--- config.mk ---
export PLATFORM = sky130hd
export DESIGN_NAME = dor_route_unit
export DESIGN_NICKNAME = d
export VERILOG_FILES = /design/src/rtl/dor_pkg.sv /design/src/rtl/dor_port_decide.sv /design/src/rtl/dor_offset_step.sv /design/src/rtl/dor_route_unit.sv
export SDC_FILE = /design/constraint.sdc
export NUM_CORES = 1
export LEC_CHECK = 0
export ABC_AREA = 1
export BUFFER_PORTS_ARGS = -buffer_cell sky130_fd_sc_hd__buf_2
export CAP_MARGIN = 20
export CORE_MARGIN = 1.5
export CORE_UTILIZATION = 54
export CTS_CLUSTER_SIZE = 16
export DETAILED_ROUTE_END_ITERATION = 8
export PLACE_DENSITY = 0.79
export SYNTH_ARGS = -nofsm -noshare
export SYNTH_HDL_FRONTEND = slang
export SYNTH_HIERARCHICAL = 1
export SYNTH_SLANG_ARGS = --single-unit
--- constraint.sdc ---
create_clock -name clk -period 1.7 [get_ports clk]
set_clock_uncertainty 0.2 [all_clocks]
set_input_delay 0.34 -clock clk [delete_from_list [all_inputs] [get_ports clk]]
set_output_delay 0.34 -clock clk [all_outputs]
set_load 0.02 [all_outputs]
--- src/rtl/dor_pkg.sv ---
package dor_pkg;

    localparam int NUM_PORTS = 5;
    localparam int OFF_W_DEF = 4;

    // exit bit positions inside the one-hot select
    localparam int P_LOCAL = 0;
    localparam int P_EAST  = 1;
    localparam int P_WEST  = 2;
    localparam int P_NORTH = 3;
    localparam int P_SOUTH = 4;

    typedef logic [NUM_PORTS-1:0] port_sel_t;

endpackage

--- src/rtl/dor_port_decide.sv ---
module dor_port_decide
    import dor_pkg::*;
#(
    parameter int OFF_W = OFF_W_DEF
) (
    input  logic [OFF_W-1:0] dx,
    input  logic [OFF_W-1:0] dy,
    output port_sel_t        sel,
    output logic             step_x,
    output logic             step_y,
    output logic             x_up,
    output logic             y_up
);

    logic x_zero;
    logic y_zero;
    logic x_neg;
    logic y_neg;

    always_comb begin
        x_zero = (dx == '0);
        y_zero = (dy == '0);
        x_neg  = dx[OFF_W-1];
        y_neg  = dy[OFF_W-1];

        step_x = !x_zero;
        step_y = x_zero && !y_zero;
        x_up   = x_neg;
        y_up   = y_neg;

        sel = '0;
        if (!x_zero) begin
            if (x_neg) sel[P_WEST] = 1'b1;
            else       sel[P_EAST] = 1'b1;
        end else if (!y_zero) begin
            if (y_neg) sel[P_SOUTH] = 1'b1;
            else       sel[P_NORTH] = 1'b1;
        end else begin
            sel[P_LOCAL] = 1'b1;
        end
    end

endmodule

--- src/rtl/dor_offset_step.sv ---
module dor_offset_step #(
    parameter int OFF_W = 4
) (
    input  logic [OFF_W-1:0] off,
    input  logic             en,
    input  logic             up,
    output logic [OFF_W-1:0] nxt
);

    localparam logic [OFF_W-1:0] ONE = OFF_W'(1);

    always_comb begin
        if (!en)     nxt = off;
        else if (up) nxt = off + ONE;
        else         nxt = off - ONE;
    end

endmodule

--- src/rtl/dor_route_unit.sv ---
module dor_route_unit
    import dor_pkg::*;
#(
    parameter int OFF_W = OFF_W_DEF
) (
    input  logic                    clk,
    input  logic                    rst_n,
    input  logic                    hdr_valid_i,
    input  logic signed [OFF_W-1:0] dx_i,
    input  logic signed [OFF_W-1:0] dy_i,
    output logic [NUM_PORTS-1:0]    port_sel_o,
    output logic signed [OFF_W-1:0] dx_o,
    output logic signed [OFF_W-1:0] dy_o
);

    localparam int AXES = 2;

    typedef struct packed {
        port_sel_t        sel;
        logic [OFF_W-1:0] dx;
        logic [OFF_W-1:0] dy;
    } route_state_t;

    route_state_t state_d;
    route_state_t state_q;

    port_sel_t        sel_w;
    logic [AXES-1:0]  step_w;
    logic [AXES-1:0]  up_w;
    logic [OFF_W-1:0] off_in  [AXES];
    logic [OFF_W-1:0] off_nxt [AXES];

    assign off_in[0] = dx_i;
    assign off_in[1] = dy_i;

    dor_port_decide #(.OFF_W(OFF_W)) u_decide (
        .dx     (dx_i),
        .dy     (dy_i),
        .sel    (sel_w),
        .step_x (step_w[0]),
        .step_y (step_w[1]),
        .x_up   (up_w[0]),
        .y_up   (up_w[1])
    );

    for (genvar a = 0; a < AXES; a++) begin : g_axis
        dor_offset_step #(.OFF_W(OFF_W)) u_step (
            .off (off_in[a]),
            .en  (step_w[a]),
            .up  (up_w[a]),
            .nxt (off_nxt[a])
        );
    end

    always_comb begin
        state_d     = state_q;
        state_d.sel = '0;
        if (hdr_valid_i) begin
            state_d.sel = sel_w;
            state_d.dx  = off_nxt[0];
            state_d.dy  = off_nxt[1];
        end
    end

    always_ff @(posedge clk or negedge rst_n) begin
        if (!rst_n) state_q <= '0;
        else        state_q <= state_d;
    end

    assign port_sel_o = state_q.sel;
    assign dx_o       = state_q.dx;
    assign dy_o       = state_q.dy;

endmodule

======== Word level (Yosys, flattened, before mapping) ========
Index checks and enable logic that the tools add are counted.
storage, ports and cells
  output and inout port bits .............. 13
  word-level logic and storage cells ...... 25
  register bits ........................... 13
  input bits .............................. 11
cells by class
  reductions and logical operators ........ 4
  add/sub/neg operators ................... 4
  muxes and demuxes ....................... 14
operators with widths
  cell                                                                count
  4-bit 2-to-1 mux                                                    4
  13-bit 2-to-1 mux                                                   1
  4-bit by 1-bit adder with 4-bit output, second input constant       2
  4-bit zero test                                                     2
  4-bit by 1-bit subtractor with 4-bit output, second input constant  2
  1-bit 2-to-1 mux                                                    6
  2-bit 2-to-1 mux                                                    3
  1-bit logical AND                                                   1
  1-bit zero test                                                     1

======== Longest topological paths before layout ========
Gate-level depths: netlist (run 1).
  depth in word-level cells ............... 5
  gate-level depth with buffers ........... 11

======== Cells and area by module ========
Netlist (run 1), hierarchy kept.
modules (own cells, without submodules)
  module           cells each  times used  area each (µm²)
  dor_route_unit   49          1           467.9
  dor_offset_step  27          2           151.4
  dor_port_decide  16          1           111.4

======== Worst setup path before layout (run 1) ========
Ideal clock, no wire load.
  path kind ............................... input to register
  from .................................... input port dx_i[3]
  to ...................................... register state_q, in the netlist dx_o[3]
  path slack .............................. 0.068 ns
  required time ........................... 1.383 ns
  cell stages on the path ................. 10
  arrival time ............................ 1.315 ns
  path through ............................ buf_4 -> inv_1 -> ha_1 -> or2_1 -> nand2_1 -> nand2_1 -> nand3_1 -> nand2_1 -> nand2_1 -> nand2_1
RTL lines
  what                  line                  text
  start, declared       dor_route_unit.sv:9   input logic signed [OFF_W-1:0] dx_i,
  end signal, assigned  dor_route_unit.sv:67  else state_q <= state_d;
  end, declared         dor_route_unit.sv:25  route_state_t state_q;

==> results of run 1 <==
## critical path: stages
cell and delay (ns):
buf_2 0.10, inv_1 0.12, ha_1 0.27, or2_1 0.24
nand2_1 0.07, nand2_1 0.04, nand3_1 0.06, nand2_1 0.05
nand2_1 0.06, nand2_1 0.05
## logic make-up (layout without fill, tap and decap cells)
kind of cell	after synthesis	in the layout	share of synthesized area [%]
DFF	13	13	36.88
and+or+nand+nor	73	73	36.45
adders and majority gates	6	6	10.21
buffers and inverters	19	48	9.786
xor gates and xnor gates	4	4	3.972
AOI/OAI and AO/OA	4	4	2.695
## state kept, by name, indices dropped and copies added, names as in the netlist
| register | count |
|---|---|
| dx_o | 4 |
| dy_o | 4 |
| port_sel_o | 5 |
## cell usage after synthesis
library cell	count	area (um2)
nor2_1	3	11.26
xor2_1	2	17.52
or2_1	2	12.51
xnor2_1	2	17.52
nor2_4	3	33.78
inv_1	15	56.30
buf_6	1	11.26
o21ai_0	2	10.01
nand3_1	4	20.02
a21oi_1	1	5.000
clkbuf_1	1	3.750
fa_1	2	40.04
dfrtp_1	13	325.3
ha_1	4	50.05
nor2_2	3	18.77
nand2_1	57	214.0
a21oi_2	1	8.760
buf_4	2	15.01
nand2_4	1	11.26
## layer usage
layer,wire [um],part of all wire (%),up-vias,global-route usage [%]
met5,0,0,-,0
met4,0,0,0,12.12
met3,66,4.5,0,1.250
met2,715,48,18,30.15
met1,693,47,325,24.32
li1,-,-,411,-
## worst min-delay path by stage
stage | from | end | cells past startpoint
after floorplan | rst_n | dx_o[0]$_DFFE_PN0P_ | 0
after global placement | rst_n | port_sel_o[2]$_DFF_PN0_ | 1
after detailed placement | rst_n | dx_o[0]$_DFFE_PN0P_ | 1
after CTS | hdr_valid_i | port_sel_o[2]$_DFF_PN0_ | 3
after global routing | hdr_valid_i | port_sel_o[0]$_DFF_PN0_ | 3
final | hdr_valid_i | port_sel_o[0]$_DFF_PN0_ | 3
## power breakdown
| group | total [mW] | internal [mW] | leakage (nW) | switching [mW] |
|---|---|---|---|---|
| Clock | 0.180 | 0.0908 | 0.0150 | 0.0896 |
| Combinational | 0.224 | 0.0863 | 0.485 | 0.138 |
| Sequential | 0.347 | 0.336 | 0.165 | 0.0114 |
## metrics by stage
step / TNS [ns] / worst slack, ns / hold WS, ns / instances
floorplan: 0 / 0.06822 / -0.1556 / 119
global placement: 0 / 0.02155 / 0.02972 / 159
detailed placement: -0.02675 / -0.02675 / 0.03388 / 159
CTS: 0 / 0.2659 / 0.1849 / 164
global route: 0 / 0.1720 / 0.1969 / 164
finish: 0 / 0.2567 / 0.1888 / 164
## cell type report
cell class / instances / area, um2
clock buffer: 4 / 26.28
multi-input combinational: 87 / 470.5
inverter: 15 / 56.30
fill: 140 / 462.9
timing repair buffer: 29 / 162.7
sequential: 13 / 325.3
tap: 16 / 20.02
==> metrics, run 1 <==
row count 14; fin nets about 170; H-tree levels 1; Routed WL per cell 8.994 um; synthesized net count ~140; power density cells a little over 700 mW/mm2; routed vias around 750; Slew @ Worst Pin ~0.28 ns; Yosys Warn Count 6; die area 0.001885 mm2; HP Class input pin to flop; largest net degree at the start of global routing 15; drt initial violations 23; Tcrit/Tclk final a little over four fifths; first-pass iteration count of the detailed router 4; CTS tree built; drt drc 0; GR Overflow Total 0; Crit Reg-Reg Startpoint dy_o[3]$_DFFE_PN0P_; CP Capture Type flop; max-slew violation total from the final report 0; Area Overhead vs Synth 20.28%; Routed WL 1475 um; I/O pin cnt 24; worst skew pair latency approximately 0.26 ns; clock root buffer clkbuf_4; via/cell ratio 4.598; Initial Utilization between 50 and 60%; total CTS buffers 3; crit path launch dx_i[3]; Setup Crit Path Kind input pin to flop; Tot GR Track Use 18.69%; Final Core Density between 60% and 70%; RR Endpoint dy_o[3]$_DFFE_PN0P_; Slew headroom about 82%; DRT antenna net count 0; WP data required ~1.7 ns; total of flip-flops plus latches after synthesis 13; Final HPWL DP approximately 1200 um; # setup viols final 0; antenna cells 0; Reg clk slew, reported paths approximately 0.07 ns; cts hold-fix bufs 1; Die Wd 43.42 um; Synth Cell Area slightly below 900 um2; crit start category input pin; Seq/Total Area, Yosys 36.88%; commonest non-fill, non-tap cells in the layout nand2_1 (57), buf_2 (23), inv_1 (15); Die Y between 40 and 50 um; Setup Fix Bufs, Post-CTS 0; first-pass GRT wire length 2663 um; Mapped Cells between 100 and 150; core area 0.001524 mm2; Yosys cell types 19; maxcap violations 0; CP max FO 4; clk buf depth 2; design area about 0.0011 mm2; P_leak between 0.6 and 0.7 nW; PostCTS Resize Cnt 0; Max rail drop VDD 0.3432 mV; initial antenna violation count 0; vias in the first global route 687; share of layout cells above drive strength 1 between 20% and 30%; PortBufs 23; CP Data Arrival Time around 1.4 ns; routability cong. around 0.77; reg-to-reg slack, setup 0.90 ns; commonest non-fill, non-tap cell in the layout nand2_1; status finished, final reports clean; Peak Freq 0.6929 GHz; DP Area between 0.001 and 0.0015 mm2; RSZ-0062 raised after global routing no; Final Power about 750 uW; syn_area_per_cell between 7 and 8 um2; Reg2Reg Depth 2; Final min period 1.443 ns; CTS Sinks 13; final hold vios 0; CP endpoint dx_o[3]$_DFFE_PN0P_
Note: power is estimated with default switching activity, not from simulation.
==> inputs of run 2 (changes only) <==
Settings changed: CORE_UTILIZATION 54 to 50, PLACE_DENSITY 0.79 to 0.74.
Clock period 1.7 ns to 1.36 ns, I/O delays scaled along.
==> run 2 against run 1 <==
Wire length rose by 9.7%. Sequential power is 25% higher. Combinational power is 39% higher. Non-clock buffer count up 6. Sequential share of layout area shrank 2.2 points. Critical path type is now flop to primary output. Critical endpoint is now dx_o[2]. Highest routed layer is now met4.
==> metrics, run 2 (same netlist as run 1, synthesis figures left out) <==
status finished, final reports clean; Routed WL per cell 9.518 um (+5.8%); CP bufs+invs 1 (-1); CP top delay family flip-flops; Crit Reg-Reg Startpoint dx_o[3]$_DFFE_PN0P_; RSZ-0062 raised after global routing no; commonest non-fill, non-tap cell in the layout nand2_1; Slew @ Worst Pin 0.2781 ns (+0.0006275 ns); worst path cell trace buf_2; clock root buffer clkbuf_4; Reg2Reg Depth 2 (unchanged); clk buf depth 2 (unchanged); vias in the first global route 693 (+0.87%); Multi-input gate area 503.0 um2 (+6.9%); Setup Fix Bufs, Post-CTS 0 (unchanged); CTS Sinks 13 (unchanged); row count 14 (unchanged); Sequential Area 325.3 um2 (unchanged); CP Data Arrival Time 0.81 ns (-0.59 ns); P_leak 0.6927 nW (+4.2%); WHS 0.1303 ns (-0.05853 ns); Initial Utilization 55.95% (-1.9 points); commonest non-fill, non-tap cells in the layout nand2_1 (57), buf_2 (23), inv_1 (13), dfrtp_1 (13), buf_4 (11); worst skew pair latency 0.27 ns (about the same); Final HPWL DP 1314 um (+8.5%); routed vias 776 (+2.9%); fin nets 172 (+3.6%); slowest cell delay on critical path 0.38 ns (+0.11 ns); CP max FO 2 (-2); WP data required 0.89 ns (-0.77 ns); beginning of the worst hold path hdr_valid_i; largest net degree at the start of global routing 15 (unchanged); Max rail drop VDD 0.4077 mV (+19%); initial antenna violation count 0 (unchanged); antenna cells 0 (unchanged); Area Overhead vs Synth 29.65%; max-slew violation total from the final report 0 (unchanged); GR Overflow Total 0 (unchanged); PortBufs 23 (unchanged); share of layout cells above drive strength 1 31.82% (+5.5 points); CP max stage cell dfrtp_1; Setup Crit Path Kind flop to primary output; via/cell ratio 4.565 (-0.71%); maxcap violations 0 (unchanged); Final min period approximately 1.3 ns; Die Y 45 um (+3.7%); core area 0.001577 mm2 (+3.4%); Tcrit/Tclk final a little over nine tenths; CP Capture Type primary output; final hold vios 0 (unchanged); Hold Path Depth 3 (unchanged); HP Class input pin to flop; Routed WL 1618 um (+9.7%); Final Core Density 72.54% (+2.9 points); Slew headroom 81.46% (about the same); RR Endpoint dx_o[3]$_DFFE_PN0P_; die area 0.002025 mm2 (+7.4%); drt drc 0 (unchanged); total CTS buffers 3 (unchanged); routability cong. 0.7735 (+0.55%); Worst Hold Path EP port_sel_o[4]$_DFF_PN0_; # setup viols final 0 (unchanged); Reg clk slew, reported paths 0.07 ns (about the same); crit start category flop; Die Wd 45 um (+3.7%); H-tree levels 1 (unchanged); crit path launch dx_o[2]$_DFFE_PN0P_; DRT antenna net count 0 (unchanged); first-pass GRT wire length 2732 um (+2.6%); Tot GR Track Use 18.80% (+0.11 points); first-pass iteration count of the detailed router 4 (unchanged); FILL cells 126 (-10%); drt initial violations 16 (-30%); reg-to-reg slack, setup 0.56 ns (-0.34 ns); I/O pin cnt 24 (unchanged); power density cells 851.5 mW/mm2 (+20%); max reg flops 5 (unchanged); Peak Freq roughly 0.8 GHz; CTS tree built
## run 2: how the worst max path moves through the flow
| stage | to | slack, ns | cells after the start |
|---|---|---|---|
| 6_report | dx_o[2] | 0.07 | 1 |
| 4_1_cts | dx_o[2] | 0.07 | 1 |
| 3_5_place_dp | dy_o[3]$_DFFE_PN0P_ | -0.19 | 10 |
| 5_1_grt | dy_o[3]$_DFFE_PN0P_ | 0.008 | 10 |
| 3_3_place_gp | dy_o[2]$_DFFE_PN0P_ | -0.17 | 10 |
| 2_1_floorplan | dx_o[3]$_DFFE_PN0P_ | -0.1 | 10 |
## run 2: where the power goes
part           switching, mW  internal, mW
Sequential            0.0149         0.420
Clock                  0.115         0.114
Combinational          0.183         0.127
Total                  0.313         0.661
## run 2: cell type report
| type | count | share of cell area [%] |
|---|---|---|
| Tap cell | 16 | 1.751 |
| Clock buffer | 4 | 2.298 |
| Multi-Input combinational cell | 87 | 43.98 |
| Inverter | 15 | 5.361 |
| Sequential cell | 13 | 28.45 |
| Timing Repair Buffer | 35 | 18.16 |
## run 2: stage by stage
stage / area, um2 / total power [mW] / TNS (ns) / instances / worst slack, ns
global placement: 1100 / 0.7415 / -1.065 / 165 / -0.1701
detailed placement: 1100 / 0.7511 / -1.210 / 165 / -0.1918
finish: 1144 / 0.9738 / 0 / 170 / 0.07478
CTS: 1136 / 0.9855 / 0 / 170 / 0.06796
global route: 1144 / 1.040 / 0 / 170 / 0.008163
floorplan: 919.6 / 0.6339 / -0.2142 / 119 / -0.09836
## run 2: repair_timing
action	4_1_cts	5_1_grt
resized for setup	0	1
endpoints found under the hold margin	13	0
endpoints found under the setup margin	0	2
hold buffers	1	0
## run 2: routing by layer
metal | global-route usage (%) | share of wire, % | up-vias | wire length, um
met5 | 0 | 0 | - | 0
met4 | 10.59 | 1.1 | 0 | 17
met3 | 2.400 | 2.8 | 2 | 45
met2 | 30.86 | 48 | 16 | 782
met1 | 23.68 | 48 | 337 | 773
li1 | - | - | 421 | -
==> inputs of run 3 (changes only) <==
Settings changed: CORE_UTILIZATION 50 to 49, SYNTH_HIERARCHICAL 1 to unset.
==> run 3 against run 2 <==
Sequential power about the same. Cell area decreased by 8.8%. Combinational power is 17% lower. Count of clock-buffer cells in the layout stayed put. First-iteration DRC count shrank 38%. Area after synthesis shrank 11%. Sequential share of layout area up 2.7 points. Critical path type unchanged. Highest routed layer unchanged.
==> metrics, run 3 <==
status finished, final reports clean; Post-synth EDFFs 0 (unchanged); synthesized net count 112 (-18%); WP data required 0.89 ns (about the same); routability cong. 0.8547 (+10%); maxcap violations 0 (unchanged); P_leak 0.5947 nW (-14%); DRT antenna net count 0 (unchanged); FFs w/ async S/R, synth 100.0% (unchanged); Area Overhead vs Synth 33.23%; CP top delay family flip-flops; Final Power 933.4 uW (-4.1%); Die Wd 42.98 um (-4.5%); CP Data Arrival Time 0.83 ns (+0.02 ns); GR Overflow Total 0 (unchanged); max-slew violation total from the final report 0 (unchanged); via/cell ratio 4.832 (+5.9%); Routed WL 1614 um (-0.25%); commonest non-fill, non-tap cells in the layout nand2_1 (26), buf_2 (23), dfrtp_1 (13); Seq/Total Area, Yosys 41.53% (+4.7 points); total of flip-flops plus latches after synthesis 13 (unchanged); most frequent cell after synthesis nand2_1; Yosys cell types 20 (+1); slowest cell delay on critical path 0.39 ns (about the same); die area 0.001847 mm2 (-8.8%); RSZ-0062 raised after global routing no; CTS tree built; Mapped Cells 93 (-22%); core area 0.001506 mm2 (-4.4%); I/O pin cnt 24 (unchanged); Post-synth top cells nand2_1 (26), dfrtp_1 (13), inv_1 (11); Tot GR Track Use 19.17% (+0.37 points); post-synth top area share 41.53% (+4.7 points); Initial Utilization 51.99% (-4.0 points); max reg flops 5 (unchanged); Slew headroom 81.67% (+0.21 points); Final HPWL DP 1319 um (+0.43%); CP bufs+invs 1 (unchanged); total CTS buffers 3 (unchanged); drt initial violations 10 (-6); first-pass GRT wire length 2684 um (-1.8%); # setup viols final 0 (unchanged); FILL cells 126 (unchanged); routed vias 720 (-7.2%); commonest non-fill, non-tap cell in the layout nand2_1; crit start category flop; initial antenna violation count 0 (unchanged); Reg clk slew, reported paths 0.08 ns (about the same); reg-to-reg slack, setup 0.30 ns (-0.26 ns); Synth Cell Area 783.3 um2 (-11%); CP Capture Type primary output; worst setup margin 0.05933 ns (-0.01545 ns); CP max FO 2 (unchanged); power density cells 894.5 mW/mm2 (+5.1%); share of layout cells above drive strength 1 34.59% (+2.8 points); largest net degree at the start of global routing 14 (-1); Final Core Density 69.27% (-3.3 points); first-pass iteration count of the detailed router 4 (unchanged); worst skew pair latency 0.28 ns (about the same); clk buf depth 2 (unchanged); H-tree levels 1 (unchanged); Final min period 1.301 ns (+0.01545 ns); Max rail drop VDD 0.4084 mV (+0.16%); Setup Fix Bufs, Post-CTS 0 (unchanged); Synth Flop Type dfrtp_1; area leader, netlist dfrtp_1; Die Y 42.98 um (-4.5%); drt drc 0 (unchanged); clock root buffer clkbuf_4; Peak Freq 0.7688 GHz (-1.2%); antenna cells 0 (unchanged); final hold vios 0 (unchanged); syn_area_per_cell 8.422 um2 (+14%); CP max stage cell dfrtp_1; fin nets 153 (-11%); CTS Sinks 13 (unchanged); Routed WL per cell 10.83 um (+14%); Tcrit/Tclk final 95.64% (+1.1 points); row count 14 (unchanged); Sum Neg Setup Slack 0 ns (unchanged); HP Class input pin to flop; Area contributors post-synth dfrtp_1 (42%), nand2_1 (12%), ha_1 (9.6%); Yosys Warn Count 0 (-6); worst path cell trace buf_2; Setup Crit Path Kind flop to primary output; Slew @ Worst Pin 0.2750 ns (-0.003136 ns); PortBufs 23 (unchanged); pre-CTS WS -0.1916 ns (+0.0002490 ns); vias in the first global route 659 (-4.9%)
run 3: stage by stage:
| stage | std cells | instance area [um2] | hold slack [ns] |
|---|---|---|---|
| after floorplan | 93 | 783.3 | -0.2236 |
| after global placement | 142 | 987.2 | -0.03396 |
| after CTS | 149 | 1044 | 0.04908 |
| after global routing | 149 | 1044 | 0.07636 |
| after detailed placement | 142 | 987.2 | -0.03204 |
| final | 149 | 1044 | 0.05878 |
run 3: area by class of cell:
cell class | instances | area, um2 | share of cell area [%]
inverter | 12 | 45.04 | 4.317
tap | 16 | 20.02 | 1.918
sequential | 13 | 325.3 | 31.18
multi-input combinational | 67 | 399.1 | 38.25
timing repair buffer | 37 | 227.7 | 21.82
clock buffer | 4 | 26.28 | 2.518
run 3: routing by layer:
metal / wire, um / up-vias / global-route usage [%]
met2: 724 / 22 / 30.91
li1: - / 369 / -
met4: 29 / 0 / 10.91
met5: 0 / - / 0
met3: 59 / 4 / 0.4255
met1: 800 / 325 / 25.81
run 3: repair_timing:
| action | 4_1_cts | 5_1_grt |
|---|---|---|
| hold endpoints to repair | 15 | 0 |
| hold buffers | 3 | 0 |
| gates resized for setup | 0 | 0 |
run 3: cell families (layout without fill, tap and decap cells):
logic type               after synthesis  count (layout)  share of synthesized area (%)
buffers and inverters                 13              53                          7.507
flip-flops                            13              13                          41.53
AND/OR/NAND/NOR                       53              53                          31.63
adder cells (fa/ha/maj)                8               8                          14.70
AO/OA/AOI/OAI                          5               5                          3.514
XOR/XNOR                               1               1                          1.118
run 3: report_power, final:
| part | internal [mW] | total [mW] | switching, mW |
|---|---|---|---|
| Combinational | 0.104 | 0.259 | 0.155 |
| Sequential | 0.419 | 0.434 | 0.0151 |
| Clock | 0.114 | 0.241 | 0.127 |
| Total | 0.637 | 0.933 | 0.297 |
run 3: worst paths after layout:
check | cells after the start | endpoint | startpoint
setup / recovery | 1 | dy_o[2] | dy_o[2]$_DFFE_PN0P_
min in group asynchronous | 2 | dx_o[3]$_DFFE_PN0P_ | rst_n
max in group asynchronous | 2 | port_sel_o[3]$_DFF_PN0_ | rst_n
hold / removal | 3 | port_sel_o[4]$_DFF_PN0_ | dy_i[3]
setup reg to reg | 3 | dx_o[3]$_DFFE_PN0P_ | dx_o[3]$_DFFE_PN0P_
hold reg to reg | 2 | dx_o[1]$_DFFE_PN0P_ | dx_o[1]$_DFFE_PN0P_
